**config.mk**
```make
export PLATFORM = sky130hd
export DESIGN_NAME = cal_date_counter
export DESIGN_NICKNAME = d
export VERILOG_FILES = /design/src/rtl/cal_pkg.sv /design/src/rtl/cal_month_len.sv /design/src/rtl/cal_bcd_day.sv /design/src/rtl/cal_wrap_counter.sv /design/src/rtl/cal_date_counter.sv
export SDC_FILE = /design/constraint.sdc
export NUM_CORES = 1
export LEC_CHECK = 0
export BUFFER_PORTS_ARGS = -buffer_cell sky130_fd_sc_hd__buf_4
export CAP_MARGIN = 20
export CORE_MARGIN = 4
export CORE_UTILIZATION = 28
export DETAILED_ROUTE_END_ITERATION = 16
export PLACE_DENSITY = 0.44
export SYNTH_ARGS = -nofsm -noshare
export SYNTH_HDL_FRONTEND = slang
export SYNTH_SLANG_ARGS = --single-unit
```
**constraint.sdc**
```tcl
create_clock -name clk -period 0.9 [get_ports clk]
set_input_delay 0.27 -clock clk [delete_from_list [all_inputs] [get_ports clk]]
set_output_delay 0.27 -clock clk [all_outputs]
set_load 0.005 [all_outputs]
```
**src/rtl/cal_pkg.sv**
```systemverilog
package cal_pkg;
  localparam int unsigned MONTHS  = 12;
  localparam int unsigned MONTH_W = $clog2(MONTHS + 1);

  typedef struct packed {
    logic [3:0] tens;
    logic [3:0] units;
  } bcd_day_t;

  typedef enum logic [1:0] {
    DAY_HOLD = 2'd0,
    DAY_INC  = 2'd1,
    DAY_ONE  = 2'd2
  } day_op_e;
endpackage

```
**src/rtl/cal_month_len.sv**
```systemverilog
module cal_month_len
  import cal_pkg::*;
#(
  parameter int unsigned MW = MONTH_W
) (
  input  logic [MW-1:0] month_i,
  input  logic          leap_i,
  output bcd_day_t      last_day_o
);
  logic is_feb;
  logic is_short;

  assign is_feb   = (month_i == MW'(2));
  assign is_short = (month_i == MW'(4)) || (month_i == MW'(6)) ||
                    (month_i == MW'(9)) || (month_i == MW'(11));

  always_comb begin
    if (is_feb) begin
      last_day_o.tens  = 4'd2;
      last_day_o.units = leap_i ? 4'd9 : 4'd8;
    end else if (is_short) begin
      last_day_o.tens  = 4'd3;
      last_day_o.units = 4'd0;
    end else begin
      last_day_o.tens  = 4'd3;
      last_day_o.units = 4'd1;
    end
  end
endmodule

```
**src/rtl/cal_bcd_day.sv**
```systemverilog
module cal_bcd_day
  import cal_pkg::*;
(
  input  logic     clk,
  input  logic     rst_n,
  input  day_op_e  op_i,
  output bcd_day_t day_o
);
  bcd_day_t day_q;
  bcd_day_t day_d;
  logic     day_en;

  always_comb begin
    day_d = day_q;
    case (op_i)
      DAY_INC: begin
        if (day_q.units == 4'd9) begin
          day_d.units = 4'd0;
          day_d.tens  = day_q.tens + 4'd1;
        end else begin
          day_d.units = day_q.units + 4'd1;
        end
      end
      DAY_ONE: begin
        day_d.tens  = 4'd0;
        day_d.units = 4'd1;
      end
      default: day_d = day_q;
    endcase
  end

  assign day_en = (op_i != DAY_HOLD);

  always_ff @(posedge clk or negedge rst_n) begin
    if (!rst_n) begin
      day_q.tens  <= 4'd0;
      day_q.units <= 4'd1;
    end else if (day_en) begin
      day_q <= day_d;
    end
  end

  assign day_o = day_q;
endmodule

```
**src/rtl/cal_wrap_counter.sv**
```systemverilog
module cal_wrap_counter #(
  parameter int unsigned LO = 0,
  parameter int unsigned HI = 6,
  parameter int unsigned W  = 3
) (
  input  logic         clk,
  input  logic         rst_n,
  input  logic         clr_i,
  input  logic         inc_i,
  output logic [W-1:0] q_o
);
  logic [W-1:0] q_q;
  logic [W-1:0] q_d;
  logic         at_hi;
  logic         cnt_en;

  assign at_hi  = (q_q == W'(HI));
  assign cnt_en = clr_i | inc_i;

  always_comb begin
    if (clr_i || at_hi) q_d = W'(LO);
    else                q_d = q_q + 1'b1;
  end

  always_ff @(posedge clk or negedge rst_n) begin
    if (!rst_n)      q_q <= W'(LO);
    else if (cnt_en) q_q <= q_d;
  end

  assign q_o = q_q;
endmodule

```
**src/rtl/cal_date_counter.sv**
```systemverilog
module cal_date_counter
  import cal_pkg::*;
#(
  parameter int unsigned WEEKDAYS = 7,
  localparam int unsigned WDAY_W = (WEEKDAYS > 1) ? $clog2(WEEKDAYS) : 1
) (
  input  logic              clk,
  input  logic              rst_n,
  input  logic              mclr_i,
  input  logic              eod_i,
  input  logic              day_set_i,
  input  logic              month_set_i,
  input  logic              wday_set_i,
  input  logic              leap_tgl_i,
  input  logic              set_held_i,
  output logic [3:0]        day_tens_o,
  output logic [3:0]        day_units_o,
  output logic [MONTH_W-1:0] month_o,
  output logic [WDAY_W-1:0] wday_o,
  output logic              leap_dp_o
);
  // reset release synchronizer
  logic rst_meta_q;
  logic rst_sync_n;

  always_ff @(posedge clk or negedge rst_n) begin
    if (!rst_n) begin
      rst_meta_q <= 1'b0;
      rst_sync_n <= 1'b0;
    end else begin
      rst_meta_q <= 1'b1;
      rst_sync_n <= rst_meta_q;
    end
  end

  bcd_day_t           day;
  bcd_day_t           last_day;
  logic [MONTH_W-1:0] month_q;
  logic               leap_q;
  logic               leap_d;
  logic               leap_en;
  logic               pend_q;
  logic               pend_d;
  logic               pend_en;
  logic               roll;
  logic               month_inc;
  logic               month_wrap;
  logic               wday_inc;
  logic               at_end;
  logic               past_end;
  day_op_e            day_op;

  cal_month_len #(.MW(MONTH_W)) u_len (
    .month_i    (month_q),
    .leap_i     (leap_q),
    .last_day_o (last_day)
  );

  assign at_end   = ({day.tens, day.units} == {last_day.tens, last_day.units});
  assign past_end = ({day.tens, day.units} >  {last_day.tens, last_day.units});

  // day / rollover control
  always_comb begin
    day_op = DAY_HOLD;
    roll   = 1'b0;
    pend_d = pend_q;
    if (mclr_i) begin
      day_op = DAY_ONE;
      pend_d = 1'b0;
    end else if (pend_q && !set_held_i) begin
      roll   = 1'b1;
      day_op = DAY_ONE;
      pend_d = 1'b0;
    end else if (eod_i && at_end) begin
      if (set_held_i) begin
        pend_d = 1'b1;
      end else begin
        roll   = 1'b1;
        day_op = DAY_ONE;
      end
    end else if (eod_i || day_set_i) begin
      day_op = at_end ? DAY_ONE : DAY_INC;
    end else if (past_end && !set_held_i) begin
      day_op = DAY_ONE;
    end
  end

  assign pend_en = mclr_i | roll | (eod_i & at_end & set_held_i);

  always_ff @(posedge clk or negedge rst_sync_n) begin
    if (!rst_sync_n)  pend_q <= 1'b0;
    else if (pend_en) pend_q <= pend_d;
  end

  cal_bcd_day u_day (
    .clk   (clk),
    .rst_n (rst_sync_n),
    .op_i  (day_op),
    .day_o (day)
  );

  // month
  assign month_inc  = ~mclr_i & (roll | month_set_i);
  assign month_wrap = month_inc & (month_q == MONTH_W'(MONTHS));

  cal_wrap_counter #(.LO(1), .HI(MONTHS), .W(MONTH_W)) u_month (
    .clk   (clk),
    .rst_n (rst_sync_n),
    .clr_i (mclr_i),
    .inc_i (month_inc),
    .q_o   (month_q)
  );

  // leap flag
  always_comb begin
    if (mclr_i || month_wrap) leap_d = 1'b0;
    else                      leap_d = ~leap_q;
  end

  assign leap_en = mclr_i | month_wrap | leap_tgl_i;

  always_ff @(posedge clk or negedge rst_sync_n) begin
    if (!rst_sync_n)  leap_q <= 1'b0;
    else if (leap_en) leap_q <= leap_d;
  end

  // weekday
  assign wday_inc = ~mclr_i & (eod_i | wday_set_i);

  cal_wrap_counter #(.LO(0), .HI(WEEKDAYS - 1), .W(WDAY_W)) u_wday (
    .clk   (clk),
    .rst_n (rst_sync_n),
    .clr_i (mclr_i),
    .inc_i (wday_inc),
    .q_o   (wday_o)
  );

  assign day_tens_o  = day.tens;
  assign day_units_o = day.units;
  assign month_o     = month_q;
  assign leap_dp_o   = leap_q;
endmodule

```
# Yosys cells after proc, flatten, opt, wreduce, memory -nomap -nowiden
# Index checks and enable logic that the tools add are counted.
# W data, S select, Z words.
[word_totals]
regBits = 19
input_bits = 9
wordCells = 82
[classes]
bitwise_logic = 15
mux = 24
addsub = 4
eq_ne = 12
order_cmp = 1
n_reduce_logical = 18
[op_table]
columns = ["op", "n"]
rows = [
  ["$eq A4 B4 Y1 const B", 4],
  ["$pmux W8 S2", 1],
  ["$mux W2", 7],
  ["$add A4 B1 Y4 const B", 3],
  ["$mux W4", 3],
  ["$mux W1", 11],
  ["$eq A4 B3 Y1 const B", 2],
  ["$eq A8 B8 Y1", 1],
  ["$gt A8 B8 Y1", 1],
  ["$mux W8", 1],
  ["$or A1 B1 Y1", 8],
  ["$logic_or A1 B1 Y1", 7],
  ["$reduce_and A3 Y1", 2],
  ["$reduce_bool A3 Y1", 2],
  ["$and A1 B1 Y1", 5],
  ["$eq A4 B2 Y1 const B", 1],
  ["$reduce_bool A2 Y1", 2],
  ["$add A3 B1 Y3 const B", 1],
  ["$eq A3 B3 Y1 const B", 1],
  ["$logic_and A1 B1 Y1", 3],
  ["$mux W3", 1],
  ["$eq A2 B1 Y1 const B", 1],
  ["$eq A2 B2 Y1 const B", 1],
  ["$ne A2 B1 Y1 const B", 1],
  ["3 further kinds", 4],
]

# Longest topological paths before layout
# Gate-level depths: netlist (run 1).
[logic_depth]
depth_word = 16
ltp_mapped = 15

# By module
# Synthesis (run 1) repeated with hierarchy kept, for this count alone.
[unflattened]
cells_unflattened = 169
hier_area_um2 = 1468.9
[modules_own_cells]
columns = ["mod", "area_per_inst_um2", "cells_each", "instances"]
rows = [
  ["cal_bcd_day", 549.3, 59, 1],
  ["cal_date_counter", 434.2, 54, 1],
  ["cal_wrap_counter (u_month)", 225.2, 25, 1],
  ["cal_wrap_counter (u_wday)", 163.9, 17, 1],
  ["cal_month_len", 96.3, 14, 1],
]

# Least setup slack after synthesis (run 1)
# OpenSTA, ideal clock, no wires.
[synth_path]
path_kind = "register to register"
from = "register u_month.q_q[0] (netlist: u_month.q_o[0])"
to = "register u_day.day_q (netlist bit u_day.day_o[6])"
slack_ns = -2.239
stages_incl_launch_ff = 16
arrival_time_ns = 3.062
setup_ns = 0.076
period_less_slack_ns = 3.139
cell_sequence = "dfstp_2 -> inv_1 -> ha_1 -> o21ai_0 -> o21ai_0 -> o21ai_0 -> ha_1 -> nand4_1 -> or2_1 -> a211o_1 -> and3_1 -> ha_1 -> nor4bb_1 -> nor4bb_1 -> a21oi_1 -> o21ai_1"
[synth_via]
elab_chain_cells = 16
word_cells_on_any_way = 27
classes_between = "1 x order compare; 9 x eq/ne; 9 x mux; 8 x reduce/logical"
[synth_rtl]
columns = ["element", "line_no", "rtl"]
rows = [
  ["start: declaration", "cal_wrap_counter.sv:12", "logic [W-1:0] q_q;"],
  ["start signal: assignment", "cal_wrap_counter.sv:26", "if (!rst_n) q_q <= W'(LO);"],
  ["start signal: assignment", "cal_wrap_counter.sv:27", "else if (cnt_en) q_q <= q_d;"],
  ["$eq A4 B3 Y1", "cal_month_len.sv:14", "assign is_short = (month_i == MW'(4)) || (month_i == MW'(6)) ||"],
  ["$logic_or A1 B1 Y1 (2 in a row)", "cal_month_len.sv:14", ""],
  ["$logic_or A1 B1 Y1", "cal_month_len.sv:15", "(month_i == MW'(9)) || (month_i == MW'(11));"],
  ["$mux W1", "cal_month_len.sv:21", "end else if (is_short) begin"],
  ["$mux W8 (*)", "cal_month_len.sv:18", "if (is_feb) begin"],
  ["$gt A8 B8 Y1", "cal_date_counter.sv:60", "assign past_end = ({day.tens, day.units} > {last_day.tens, last_day.units});"],
  ["$logic_and A1 B1 Y1", "cal_date_counter.sv:83", "end else if (past_end && !set_held_i) begin"],
  ["$mux W2", "cal_date_counter.sv:83", ""],
  ["$mux W2", "cal_date_counter.sv:81", "end else if (eod_i || day_set_i) begin"],
  ["$mux W2 (*)", "cal_date_counter.sv:74", "end else if (eod_i && at_end) begin"],
  ["$mux W2 (*)", "cal_date_counter.sv:70", "end else if (pend_q && !set_held_i) begin"],
  ["$mux W2 (*)", "cal_date_counter.sv:67", "if (mclr_i) begin"],
  ["$eq A2 B1 Y1 / $eq A2 B2 Y1 (equally long branches)", "cal_bcd_day.sv:15", "case (op_i)"],
  ["$ne A2 B1 Y1 (no line) / $reduce_bool A2 Y1 (equally long branches)", "-", ""],
  ["$reduce_and A3 Y1 (no line)", "-", ""],
  ["end signal: assignment", "cal_bcd_day.sv:39", "day_q <= day_d;"],
  ["end: declaration", "cal_bcd_day.sv:9", "bcd_day_t day_q;"],
]
# Every way passes the cells marked *; elsewhere a longest branch is shown, timed or not.
# A chain may end at the register's enable or synchronous reset.

# Final worst setup path (run 1)
# Same ends and word-level chain as after synthesis.

==> impl_metrics.sql, run 1 <==
INSERT INTO impl_metrics (metric_group, metric, value, unit) VALUES
('place', 'io_buffer_count', '24', ''),
('sta', 'worst_clock_skew', '0.00469', 'ns'),
('grt', 'grt_pass1_wl', '6930', 'um'),
('sta', 'fin_crit_sh', '338', '%'),
('critical_path', 'cpLargestDelayFamily', 'simple AND/OR/NAND/NOR gates', ''),
('clocking', 'cts-htree-levels', '1', ''),
('layout', 'drive_above_1_share', '53.9', '%'),
('synth', 'synth_nets', '165', ''),
('layout', 'antenna_cells_inserted', '0', ''),
('sta', 'max_freq', '329', 'MHz'),
('layout', 'final_layout_net_count', '255', ''),
('synth', 'yosysSeqAreaShare', '37.0', '%'),
('grt', 'grt_antenna_before_repair', '0', ''),
('layout', 'finalInstanceArea', '0.00239', 'mm2'),
('critical_path', 'reg2reg_slack', '-2.14', 'ns'),
('routing', 'avgRoutedWirePerCell', '14.9', 'um'),
('synth', 'ys_seq_elements', '19', ''),
('layout', 'final_common_cell', 'sky130_fd_sc_hd__buf_4', ''),
('routing', 'firstDrtPassIters', '4', ''),
('critical_path', 'required', '1.10', 'ns'),
('layout', 'fill_cells', '405', ''),
('grt', 'first_global_vias', '1492', ''),
('floorplanning', 'pin_count', '25', ''),
('pwr', 'power.leakage', '0.00111', 'uW'),
('synth', 'ys_types', '41', ''),
('sta', 'finalMaxSlewViolations', '0', ''),
('sta', 'final_critical_period', '3.04', 'ns'),
('floorplanning', 'fp.coreArea', '0.00441', 'mm2'),
('critical_path', 'path_cells', 'ha_2 > nor2_1 > o21ai_1 > o21ai_1 > ha_1 > nand4_1 > or2_1 > a211o_1 > and3_4 > ha_4 > nor4bb_4 > nor4bb_4 > a21oi_1 > o21ai_1', ''),
('synth', 'main_combinational_cell_family_by_area_after_synthesis', 'simple AND/OR/NAND/NOR gates', ''),
('floorplanning', 'die_width', '75.9', 'um'),
('place', 'place.detailed.instances', '260', ''),
('critical_path', 'crit_slowest_cell', 'sky130_fd_sc_hd__dfstp_2', ''),
('place', 'post_dp_cell_area', '0.00192', 'mm2'),
('critical_path', 'sort_of_element_at_the_end_of_the_critical_path', 'flip-flop', ''),
('synth', 'syn-cell-area', '0.00129', 'mm2'),
('run', 'max_cap_violation_count', '0', ''),
('clocking', 'clock_latency', '0.27', 'ns'),
('synth', 'mean_instance_size_in_the_synthesized_netlist', '9.16', 'um2'),
('routing', 'drt_first_iter_violations', '30', ''),
('synth', 'syn_inst', '141', ''),
('critical_path', 'critPathArrivalTime', '3.24', 'ns'),
('floorplanning', 'fp-row-count', '24', ''),
('run_status', 'failed_checks', 'negative setup slack', ''),
('critical_path', 'worst-path-buf-inv', '0', ''),
('grt', 'maximum_number_of_pins_on_one_net_before_global_route_repair', '18', ''),
('routing', 'antenna_left', '0', ''),
('sta', 'setup_slack', '-2.14', 'ns'),
('worst_hold_path', 'min_path_type', 'reg -> async', ''),
('routing', 'wl', '4190', 'um'),
('run_status', 'status', 'finished, violations left', ''),
('clocking', 'cts_inserted_buffers', '3', ''),
('clocking', 'clock_path_buffers', '2', ''),
('sta', 'timing.final.setup_violations', '33', ''),
('synth', 'synth-compound-area-share', '19.8', '%'),
('layout', 'area_growth', '84.8', '%'),
('pwr', 'power.density_cell_area', '1790', 'mW/mm2'),
('floorplanning', 'initial_utilization', '29.3', '%'),
('synth', 'synthMuxAreaShare', '2.71', '%'),
('floorplanning', 'die_h', '75.9', 'um'),
('layout', 'most-common-layout-cells', 'sky130_fd_sc_hd__buf_4, sky130_fd_sc_hd__buf_6, sky130_fd_sc_hd__dfrtp_1', ''),
('clocking', 'clkSinkCount', '19', ''),
('routing', 'vias', '1437', ''),
('synth', 'synth_fa_ha_area_share', '14.5', '%'),
('pwr', 'design_power_total', '4270', 'uW'),
('place', 'dpl_worst_slack', '-2.28', 'ns'),
('sta', 'grt_setup_unrepaired', 'yes', ''),
('floorplanning', 'die_area', '0.00576', 'mm2'),
('grt', 'globalRouteTotalUtil', '14.4', '%'),
('critical_path', 'timing.critical_path.slowest_cell_delay', '0.59', 'ns'),
('clocking', 'tritoncts', 'yes', '');
## synthesized netlist by cell type (all sizes together)
master	instances	area [um2]
dfrtp	17	425
inv	16	60.1
ha	15	188
o21ai	14	70.1
nor2	13	48.8
a21oi	11	55.1
nand3	5	25.0
nor3	5	25.0
o2bb2ai	3	26.3
a211oi	2	15.0
a22oi	2	15.0
clkbuf	2	7.51
dfstp	2	52.6
mux2i	2	20.0
nand2	2	15.0
nand4	2	12.5
nor2b	2	12.5
nor3b	2	15.0
nor4bb	2	20.0
o22ai	2	12.5
o41ai	2	17.5
or4	2	18.8
a211o	1	8.76
a31o	1	8.76
a41oi	1	8.76
and3	1	6.26
and3b	1	8.76
conb	1	3.75
mux2	1	15.0
nand3b	1	7.51
nor4b	1	8.76
o211a	1	10.0
o21a	1	7.51
or2	1	6.26
or3	1	6.26
or3b	1	8.76
or4b	1	10.0
xnor2	1	8.76
## repair_timing
item | CTS | global route
pin swaps | 10 | 5
setup buffers | 14 | 6
hold buffers | 1 | 0
endpoints found under the setup margin | 33 | 33
gates resized for setup | 51 | 14
endpoints found under the hold margin | 2 | 0
## final cells by class
cell class,count,area [um2],share of cell area (%)
Clock buffer,3,41.3,1.73
Clock inverter,1,5.00,0.210
Inverter,16,62.6,2.62
Multi-Input combinational cell,104,933,39.1
Sequential cell,19,479,20.1
Tap cell,52,65.1,2.73
Timing Repair Buffer,87,800,33.5
## per-layer routing
layer,global-route usage [%],share of wire [%],wire length (um),vias up
met4,6.05,2.3,96,0
met5,0,0,0,-
met2,24.8,51,2150,32
met3,2.25,2.5,104,12
li1,-,-,-,696
met1,17.6,44,1840,697
## worst paths after layout
| path | startpoint | to | cells past startpoint |
|---|---|---|---|
| worst max-delay path | u_month.q_o[0] | u_day.day_o[6] | 14 |
| worst min-delay path | rst_sync_n | u_day.day_o[3] | 1 |
| worst max register to register | u_month.q_o[0] | u_day.day_o[6] | 14 |
| worst min register to register | rst_sync_n | u_day.day_o[3] | 1 |
| max in group asynchronous | rst_sync_n | u_month.q_o[0] | 1 |
| min in group clk | leap_tgl_i | leap_dp_o | 3 |
## through the flow
step / utilization [%] / setup TNS (ns)
after floorplan: - / -23.03
after global placement: 43.4 / -26.17
after detailed placement: 43.4 / -27.40
after CTS: 52.1 / -33.00
after global routing: 54.1 / -36.31
final: 54.1 / -33.06
## cell families (layout without fill, tap and decap cells)
logic type                 count (synthesis)  count (layout)
adders and majority gates                 15              15
buffers and inverters                     18             107
and+or+nand+nor                           43              43
xor gates and xnor gates                   1               1
muxes                                      3               3
AOI/OAI and AO/OA                         41              41
DFF                                       19              19
other                                      1               1
## registers in the layout, summed over array words and instances, names as in the netlist
name         flops
pend_q           1
rst_meta_q       1
u_day.day_o      8
leap_dp_o        1
rst_sync_n       1
u_month.q_o      4
u_wday.q_o       3
## power breakdown
| part | leakage (uW) | internal [uW] | total (uW) | switching, uW |
|---|---|---|---|---|
| registers | 0.000244 | 1030 | 1180 | 155 |
| clock network | 0.0000255 | 309 | 644 | 335 |
| logic | 0.000837 | 1440 | 2440 | 998 |
| total | 0.00111 | 2780 | 4270 | 1490 |
No activity file was read; power rests on OpenSTA's default activity.
==> run 2: changes to the inputs <==
- CORE_UTILIZATION: 28 -> 50
- PLACE_DENSITY: 0.44 -> 0.71
==> run 2 against run 1 <==
Net effect:
- the flow now stops in clock tree synthesis
- area after synthesis did not move
- synthesized cell count did not move
==> impl_metrics.sql, run 2 <==
INSERT INTO impl_metrics (metric_group, metric, value, unit) VALUES
('run_status', 'status', 'stopped before the end', ''),
('run_status', 'flow.stopped_at', 'clock tree synthesis', ''),
('run_status', 'firstError', '[ERROR DPL-0033] detailed placement checks failed during check placement.', ''),
('synth', 'synth_enable_flop_cells', '0', ''),
('place', 'io_buffer_count', '24', ''),
('clocking', 'clock_path_buffers', '2', ''),
('floorplanning', 'die_h', '58.8', 'um'),
('floorplanning', 'pin_count', '25', ''),
('synth', 'mean_instance_size_in_the_synthesized_netlist', '9.16', 'um2'),
('clocking', 'post_cts_resize_count', '72', ''),
('synth', 'yosys-top-cells-area', 'sky130_fd_sc_hd__dfrtp_1, sky130_fd_sc_hd__ha_1, sky130_fd_sc_hd__inv_1', ''),
('synth', 'syn_inst', '141', ''),
('place', 'hpwlAfterDp', '2810', 'um'),
('floorplanning', 'initial_utilization', '52.1', '%'),
('floorplanning', 'die_width', '58.8', 'um'),
('synth', 'synthFlopType', 'sky130_fd_sc_hd__dfrtp_1', ''),
('synth', 'yosys.cell_count.top_type', 'sky130_fd_sc_hd__dfrtp_1', ''),
('synth', 'synth_top_area_cell', 'sky130_fd_sc_hd__dfrtp_1', ''),
('floorplanning', 'fp-row-count', '18', ''),
('clocking', 'cts_root_buf', 'sky130_fd_sc_hd__clkbuf_4', ''),
('clocking', 'post_cts_buffers', '24', ''),
('synth', 'async_flop_share', '100', '%'),
('synth', 'synth_top_cell_area_share', '32.9', '%'),
('synth', 'ys_types', '41', ''),
('clocking', 'cts_inserted_buffers', '3', ''),
('synth', 'ys_seq_elements', '19', ''),
('synth', 'yosysWarningCount', '0', ''),
('place', 'place_congestion', '0.833', ''),
('synth', 'syn-cell-area', '0.00129', 'mm2'),
('synth', 'yosysSeqAreaShare', '37.0', '%'),
('clocking', 'holdBufCountCts', '1', ''),
('clocking', 'clkSinkCount', '19', ''),
('synth', 'synth_commonest_cells', 'sky130_fd_sc_hd__dfrtp_1, sky130_fd_sc_hd__inv_1, sky130_fd_sc_hd__ha_1', ''),
('synth', 'synth_nets', '165', ''),
('clocking', 'cts-htree-levels', '1', '');
[run 2: cell counts after synthesis]
Identical to the previous run, type by type.
[run 2: cell families after synthesis]
kind of cell / count (synthesis) / share of synthesized area [%]
mux: 3 / 2.71
other cells: 1 / 0.290
flops: 19 / 37.0
fa+ha+maj: 15 / 14.5
simple gates: 43 / 19.8
xor+xnor: 1 / 0.678
buf+inv: 18 / 5.23
compound gates: 41 / 19.8
[run 2: per-stage QoR]
stage | hold WS [ns] | std cells | area [um2] | worst slack (ns)
2_1_floorplan | -0.0256 | 141 | 1340 | -2.08
3_3_place_gp | 0.0529 | 240 | 1900 | -2.09
3_5_place_dp | 0.0540 | 240 | 1900 | -2.30
==> run 3: changes to the inputs <==
- CORE_UTILIZATION: 50 -> 35
- PLACE_DENSITY: 0.71 -> unset
- PLACE_DENSITY_LB_ADDON: unset -> 0.15
==> run 3 against run 2 <==
Net effect:
- the flow now finishes, with violations (negative setup slack)
==> impl_metrics.sql, run 3 (synthesis gave the netlist of run 1 again) <==
INSERT INTO impl_metrics (metric_group, metric, value, unit) VALUES
('layout', 'antenna_cells_inserted', '0', ''),
('routing', 'vias', '1451', ''),
('sta', 'worst_hold_margin', '0.177', 'ns'),
('sta', 'fin_crit_sh', '342', '%'),
('layout', 'drive_above_1_share', '56.6', '%'),
('layout', 'most-common-layout-cells', 'sky130_fd_sc_hd__buf_4, sky130_fd_sc_hd__buf_6, sky130_fd_sc_hd__dfrtp_1', ''),
('layout', 'final_layout_net_count', '260', ''),
('run_status', 'status', 'finished, violations left', ''),
('critical_path', 'crit_path_max_fanout', '4', ''),
('routing', 'drt_first_iter_violations', '113', ''),
('pwr', 'power.density_cell_area', '1810', 'mW/mm2'),
('clocking', 'cts-htree-levels', '1', ''),
('place', 'hpwlAfterDp', '2870', 'um'),
('floorplanning', 'pin_count', '25', ''),
('sta', 'max_freq', '325', 'MHz'),
('clocking', 'clock_path_buffers', '2', ''),
('routing', 'drt-vias-per-instance', '5.16', ''),
('sta', 'timing.final.setup_violations', '33', ''),
('clocking', 'clkSinkCount', '19', ''),
('place', 'dpl_worst_slack', '-2.23', 'ns'),
('clocking', 'clock_latency', '0.27', 'ns'),
('place', 'place_congestion', '0.808', ''),
('layout', 'final_common_cell', 'sky130_fd_sc_hd__buf_4', ''),
('grt', 'maximum_number_of_pins_on_one_net_before_global_route_repair', '12', ''),
('critical_path', 'required', '1.09', 'ns'),
('critical_path', 'sort_of_element_at_the_end_of_the_critical_path', 'flip-flop', ''),
('place', 'io_buffer_count', '24', ''),
('sta', 'final_report_hold_violation_count', '0', ''),
('critical_path', 'critPathArrivalTime', '3.27', 'ns'),
('clocking', 'clk_pin_slew_worst_paths', '0.08', 'ns'),
('pwr', 'power.leakage', '0.00115', 'uW'),
('clocking', 'cts_inserted_buffers', '3', ''),
('critical_path', 'critPathLaunchType', 'flip-flop', ''),
('layout', 'fill_cells', '250', ''),
('sta', 'grt_setup_unrepaired', 'yes', ''),
('routing', 'antenna_left', '0', ''),
('floorplanning', 'fp.coreArea', '0.00344', 'mm2'),
('layout', 'finalInstanceArea', '0.00244', 'mm2'),
('place', 'post_dp_cell_area', '0.00194', 'mm2'),
('floorplanning', 'fp-row-count', '21', ''),
('sta', 'finalMaxSlewViolations', '0', ''),
('layout', 'largest_reg_flops', '8', ''),
('grt', 'globalRouteTotalUtil', '19.8', '%'),
('run_status', 'failed_checks', 'negative setup slack', ''),
('layout', 'area_growth', '88.8', '%'),
('clocking', 'cts_root_buf', 'sky130_fd_sc_hd__clkbuf_8', ''),
('routing', 'wl', '4290', 'um'),
('grt', 'first_global_vias', '1478', ''),
('grt', 'grt_pass1_wl', '6850', 'um'),
('run', 'max_cap_violation_count', '0', ''),
('routing', 'drc_violations', '0', ''),
('critical_path', 'critical_path_class', 'reg -> reg', ''),
('grt', 'globalRouteOverflowTotal', '0', ''),
('sta', 'setup_slack', '-2.17', 'ns'),
('grt', 'grt_antenna_before_repair', '0', ''),
('clocking', 'tritoncts', 'yes', ''),
('routing', 'avgRoutedWirePerCell', '15.3', 'um'),
('sta', 'final_critical_period', '3.07', 'ns'),
('floorplanning', 'die_width', '68.7', 'um'),
('floorplanning', 'initial_utilization', '37.5', '%'),
('floorplanning', 'die_h', '68.7', 'um'),
('worst_hold_path', 'min_path_type', 'reg -> async', ''),
('pwr', 'vdd.ir_drop.worst', '0.00111', 'V'),
('routing', 'firstDrtPassIters', '4', ''),
('floorplanning', 'die_area', '0.00473', 'mm2'),
('sta', 'worst_clock_skew', '0.00407', 'ns');
[run 3: per-layer routing]
metal,global-route usage [%],share of wire (%),up-vias
met5,0,0,-
met4,7.30,2.4,0
met3,3.73,4.4,11
met2,36.1,53,44
met1,22.8,40,693
li1,-,-,703
[run 3: power breakdown]
| group | internal, uW | switching [uW] | total [uW] |
|---|---|---|---|
| clock | 316 | 335 | 651 |
| combinational | 1510 | 1080 | 2600 |
| sequential | 1030 | 144 | 1170 |
| total | 2860 | 1560 | 4420 |
[run 3: metrics by stage]
| step | instances | total power, uW | setup TNS [ns] | utilization, % |
|---|---|---|---|---|
| final | 281 | 4420 | -31.04 | 70.8 |
| after global routing | 281 | 4700 | -33.98 | 70.8 |
| after CTS | 279 | 4220 | -31.28 | 68.2 |
| after detailed placement | 258 | 2970 | -26.94 | 56.3 |
| after global placement | 258 | 2910 | -25.63 | 56.3 |
| after floorplan | 141 | 1970 | -23.03 | - |
[run 3: path summary, 6_finish.rpt]
kind                                 from              to  slack (ns)  cells past startpoint
hold / removal                 rst_sync_n       leap_dp_o        0.18                      1
setup / recovery           u_month.q_o[0]  u_day.day_o[2]       -2.17                     13
max in group asynchronous      rst_sync_n  u_day.day_o[0]        0.50                      1
setup reg to reg           u_month.q_o[0]  u_day.day_o[2]       -2.17                     13
min in group clk               leap_tgl_i       leap_dp_o        0.26                      3
hold reg to reg                rst_sync_n       leap_dp_o        0.18                      1
[run 3: area by class of cell]
type / instances / area, um2 / share of cell area [%]
Sequential cell: 19 / 479 / 19.7
Tap cell: 46 / 57.6 / 2.36
Inverter: 16 / 60.1 / 2.46
Clock buffer: 4 / 45.0 / 1.85
Multi-Input combinational cell: 104 / 943 / 38.7
Timing Repair Buffer: 92 / 852 / 35.0
[run 3: worst max-delay path, cell delays in order (launching register included)]
cell and delay, ns:
sky130_fd_sc_hd__dfstp_2 0.57, sky130_fd_sc_hd__inv_2 0.07, sky130_fd_sc_hd__ha_2 0.19, sky130_fd_sc_hd__o21ai_1 0.11, sky130_fd_sc_hd__o21ai_1 0.08, sky130_fd_sc_hd__o21ai_1 0.12
sky130_fd_sc_hd__ha_1 0.15, sky130_fd_sc_hd__nor4b_1 0.34, sky130_fd_sc_hd__o21ai_0 0.17, sky130_fd_sc_hd__nand4_1 0.12, sky130_fd_sc_hd__and3_4 0.22, sky130_fd_sc_hd__ha_4 0.21
sky130_fd_sc_hd__or4b_4 0.51, sky130_fd_sc_hd__o21ai_2 0.15
[run 3: what timing repair did]
action / in CTS / in global routing
endpoints found under the hold margin: 2 / 0
buffers inserted: 17 / 6
setup endpoints to repair: 33 / 33
hold buffers: 1 / 0
gates resized for setup: 52 / 22
pin swaps: 7 / 9
==> run 4: changes to the inputs <==
- PLACE_DENSITY_LB_ADDON: 0.15 -> 0.2
==> run 4 against run 3 <==
Net effect:
- the flow still finishes with violations (negative setup slack)
- non-clock buffer count up 2
- design area is 2.3% higher
- global-route usage is 0.69 points lower
- critical endpoint is now u_day.day_o[6]
==> impl_metrics.sql, run 4 (synthesis gave the netlist of run 1 again) <==
INSERT INTO impl_metrics (metric_group, metric, value, unit) VALUES
('critical_path', 'critPathArrivalTime', '3.35', 'ns'),
('clocking', 'cts_root_buf', 'sky130_fd_sc_hd__clkbuf_8', ''),
('clocking', 'cts_inserted_buffers', '3', ''),
('critical_path', 'crit-reg2reg-capture', 'u_day.day_o[6]', ''),
('pwr', 'vdd.ir_drop.worst', '0.00101', 'V'),
('floorplanning', 'fp-row-count', '21', ''),
('clocking', 'clock_latency', '0.26', 'ns'),
('floorplanning', 'initial_utilization', '37.5', '%'),
('layout', 'antenna_cells_inserted', '0', ''),
('critical_path', 'reg_to_reg_critical_path_startpoint', 'u_month.q_o[0]', ''),
('grt', 'first_global_vias', '1511', ''),
('floorplanning', 'pin_count', '25', ''),
('pwr', 'design_power_total', '4400', 'uW'),
('critical_path', 'sort_of_element_at_the_end_of_the_critical_path', 'flip-flop', ''),
('sta', 'max_freq', '317', 'MHz'),
('sta', 'timing.final.setup_violations', '33', ''),
('layout', 'final_layout_net_count', '262', ''),
('grt', 'grt.busiest_layer', 'met2', ''),
('sta', 'fin_crit_sh', '351', '%'),
('floorplanning', 'die_width', '68.7', 'um'),
('critical_path', 'critical_path_class', 'reg -> reg', ''),
('clocking', 'clk_pin_slew_worst_paths', '0.08', 'ns'),
('layout', 'final_core_util', '72.4', '%'),
('sta', 'setup_slack', '-2.26', 'ns'),
('routing', 'vias', '1448', ''),
('layout', 'largest_reg_flops', '8', ''),
('place', 'hpwlAfterDp', '2730', 'um'),
('grt', 'globalRouteOverflowTotal', '0', ''),
('clocking', 'cts-htree-levels', '1', ''),
('layout', 'most-common-layout-cells', 'sky130_fd_sc_hd__buf_4, sky130_fd_sc_hd__buf_6, sky130_fd_sc_hd__dfrtp_1', ''),
('critical_path', 'crit_path_max_fanout', '4', ''),
('floorplanning', 'die_h', '68.7', 'um'),
('grt', 'globalRouteTotalUtil', '19.1', '%'),
('sta', 'final_report_hold_violation_count', '0', ''),
('sta', 'grt_setup_unrepaired', 'yes', ''),
('layout', 'area_growth', '93.1', '%'),
('sta', 'final_critical_period', '3.16', 'ns'),
('place', 'dpl_worst_slack', '-2.24', 'ns'),
('clocking', 'tritoncts', 'yes', ''),
('run_status', 'failed_checks', 'negative setup slack', ''),
('grt', 'globalRouteMet2Util', '34.7', '%'),
('layout', 'drive_above_1_share', '57.0', '%'),
('clocking', 'clkSinkCount', '19', ''),
('run_status', 'status', 'finished, violations left', ''),
('routing', 'drt_first_iter_violations', '63', ''),
('run', 'max_cap_violation_count', '0', ''),
('pwr', 'power.density_cell_area', '1770', 'mW/mm2'),
('critical_path', 'required', '1.09', 'ns'),
('floorplanning', 'fp.coreArea', '0.00344', 'mm2'),
('place', 'io_buffer_count', '24', ''),
('routing', 'drc_violations', '0', ''),
('worst_hold_path', 'min_path_type', 'reg -> async', ''),
('grt', 'maximum_number_of_pins_on_one_net_before_global_route_repair', '12', ''),
('layout', 'final_common_cell', 'sky130_fd_sc_hd__buf_4', ''),
('grt', 'grtUsageMet3', '2.76', '%'),
('critical_path', 'reg2reg_slack', '-2.26', 'ns'),
('clocking', 'clock_path_buffers', '2', ''),
('pwr', 'power.leakage', '0.00116', 'uW'),
('grt', 'grt_pass1_wl', '6730', 'um'),
('grt', 'gr-usage-met1', '22.0', '%'),
('routing', 'avgRoutedWirePerCell', '14.9', 'um'),
('routing', 'antenna_left', '0', ''),
('critical_path', 'rr_worst_depth', '15', ''),
('sta', 'worst_clock_skew', '0.00180', 'ns'),
('floorplanning', 'die_area', '0.00473', 'mm2'),
('routing', 'firstDrtPassIters', '4', ''),
('sta', 'finalMaxSlewViolations', '0', ''),
('sta', 'worst_hold_margin', '0.175', 'ns'),
('routing', 'drt-vias-per-instance', '5.12', ''),
('routing', 'wl', '4200', 'um'),
('critical_path', 'critPathLaunchType', 'flip-flop', ''),
('grt', 'grt_antenna_before_repair', '0', ''),
('place', 'place_congestion', '0.799', '');
## run 4: cell types whose count changed in the layout (fill, tap and decap cells not counted), sizes merged
cell and change:
buf +2, clkbuf -1, clkinv +1
## run 4: worst max-delay path by stage
stage / start / slack (ns) / to / cells after the start
finish: u_month.q_o[0] / -2.26 / u_day.day_o[6] / 15
global route: u_month.q_o[0] / -2.48 / u_day.day_o[6] / 15
floorplan: u_month.q_o[0] / -2.08 / u_day.day_o[2] / 12
global placement: u_month.q_o[0] / -2.09 / u_day.day_o[6] / 14
CTS: u_month.q_o[0] / -2.16 / u_day.day_o[6] / 15
detailed placement: u_month.q_o[0] / -2.24 / u_day.day_o[6] / 15
## run 4: repair_timing
item | in CTS | in global routing
pin swaps | 15 | 18
endpoints found under the setup margin | 33 | 33
cloned | 1 | 0
hold buffers | 1 | 0
gates resized for setup | 49 | 36
buffers inserted | 13 | 15
endpoints found under the hold margin | 2 | 0
## run 4: power breakdown
part           switching [uW]  total (uW)  internal [uW]
registers                 145        1170           1030
logic                    1070        2600           1530
clock network             319         628            309
total                    1530        4400           2870
## run 4: critical path, stage by stage (launching register included)
cell                       delay, ns
sky130_fd_sc_hd__dfstp_2        0.61
sky130_fd_sc_hd__inv_4          0.07
sky130_fd_sc_hd__ha_4           0.16
sky130_fd_sc_hd__o21ai_2        0.14
sky130_fd_sc_hd__o21ai_1        0.08
sky130_fd_sc_hd__o21ai_1        0.13
sky130_fd_sc_hd__ha_1           0.14
sky130_fd_sc_hd__nand4_1        0.11
sky130_fd_sc_hd__or2_4          0.28
sky130_fd_sc_hd__a211o_1        0.26
sky130_fd_sc_hd__and3_4         0.20
sky130_fd_sc_hd__ha_4           0.17
sky130_fd_sc_hd__nor4bb_4       0.30
sky130_fd_sc_hd__nor4bb_4       0.25
sky130_fd_sc_hd__a21oi_1        0.06
sky130_fd_sc_hd__o21ai_1        0.12
## run 4: final cells by class
class,count,area [um2]
multi-input combinational,104,978
fill,235,948
timing repair buffer,94,870
sequential,19,479
inverter,16,62.6
tap,46,57.6
clock buffer,3,41.3
clock inverter,1,5.00
## run 4: through the flow
step                std cells  TNS [ns]  instance area [um2]
floorplan                 141    -23.03                 1340
global placement          255    -25.83                 1920
detailed placement        255    -27.05                 1920
CTS                       273    -30.89                 2280
global route              283    -35.13                 2490
finish                    283    -32.02                 2490
## run 4: layer usage
metal / vias up / wire, um
li1: 707 / -
met1: 701 / 1680
met2: 29 / 2310
met3: 11 / 114
met4: 0 / 95
met5: - / 0
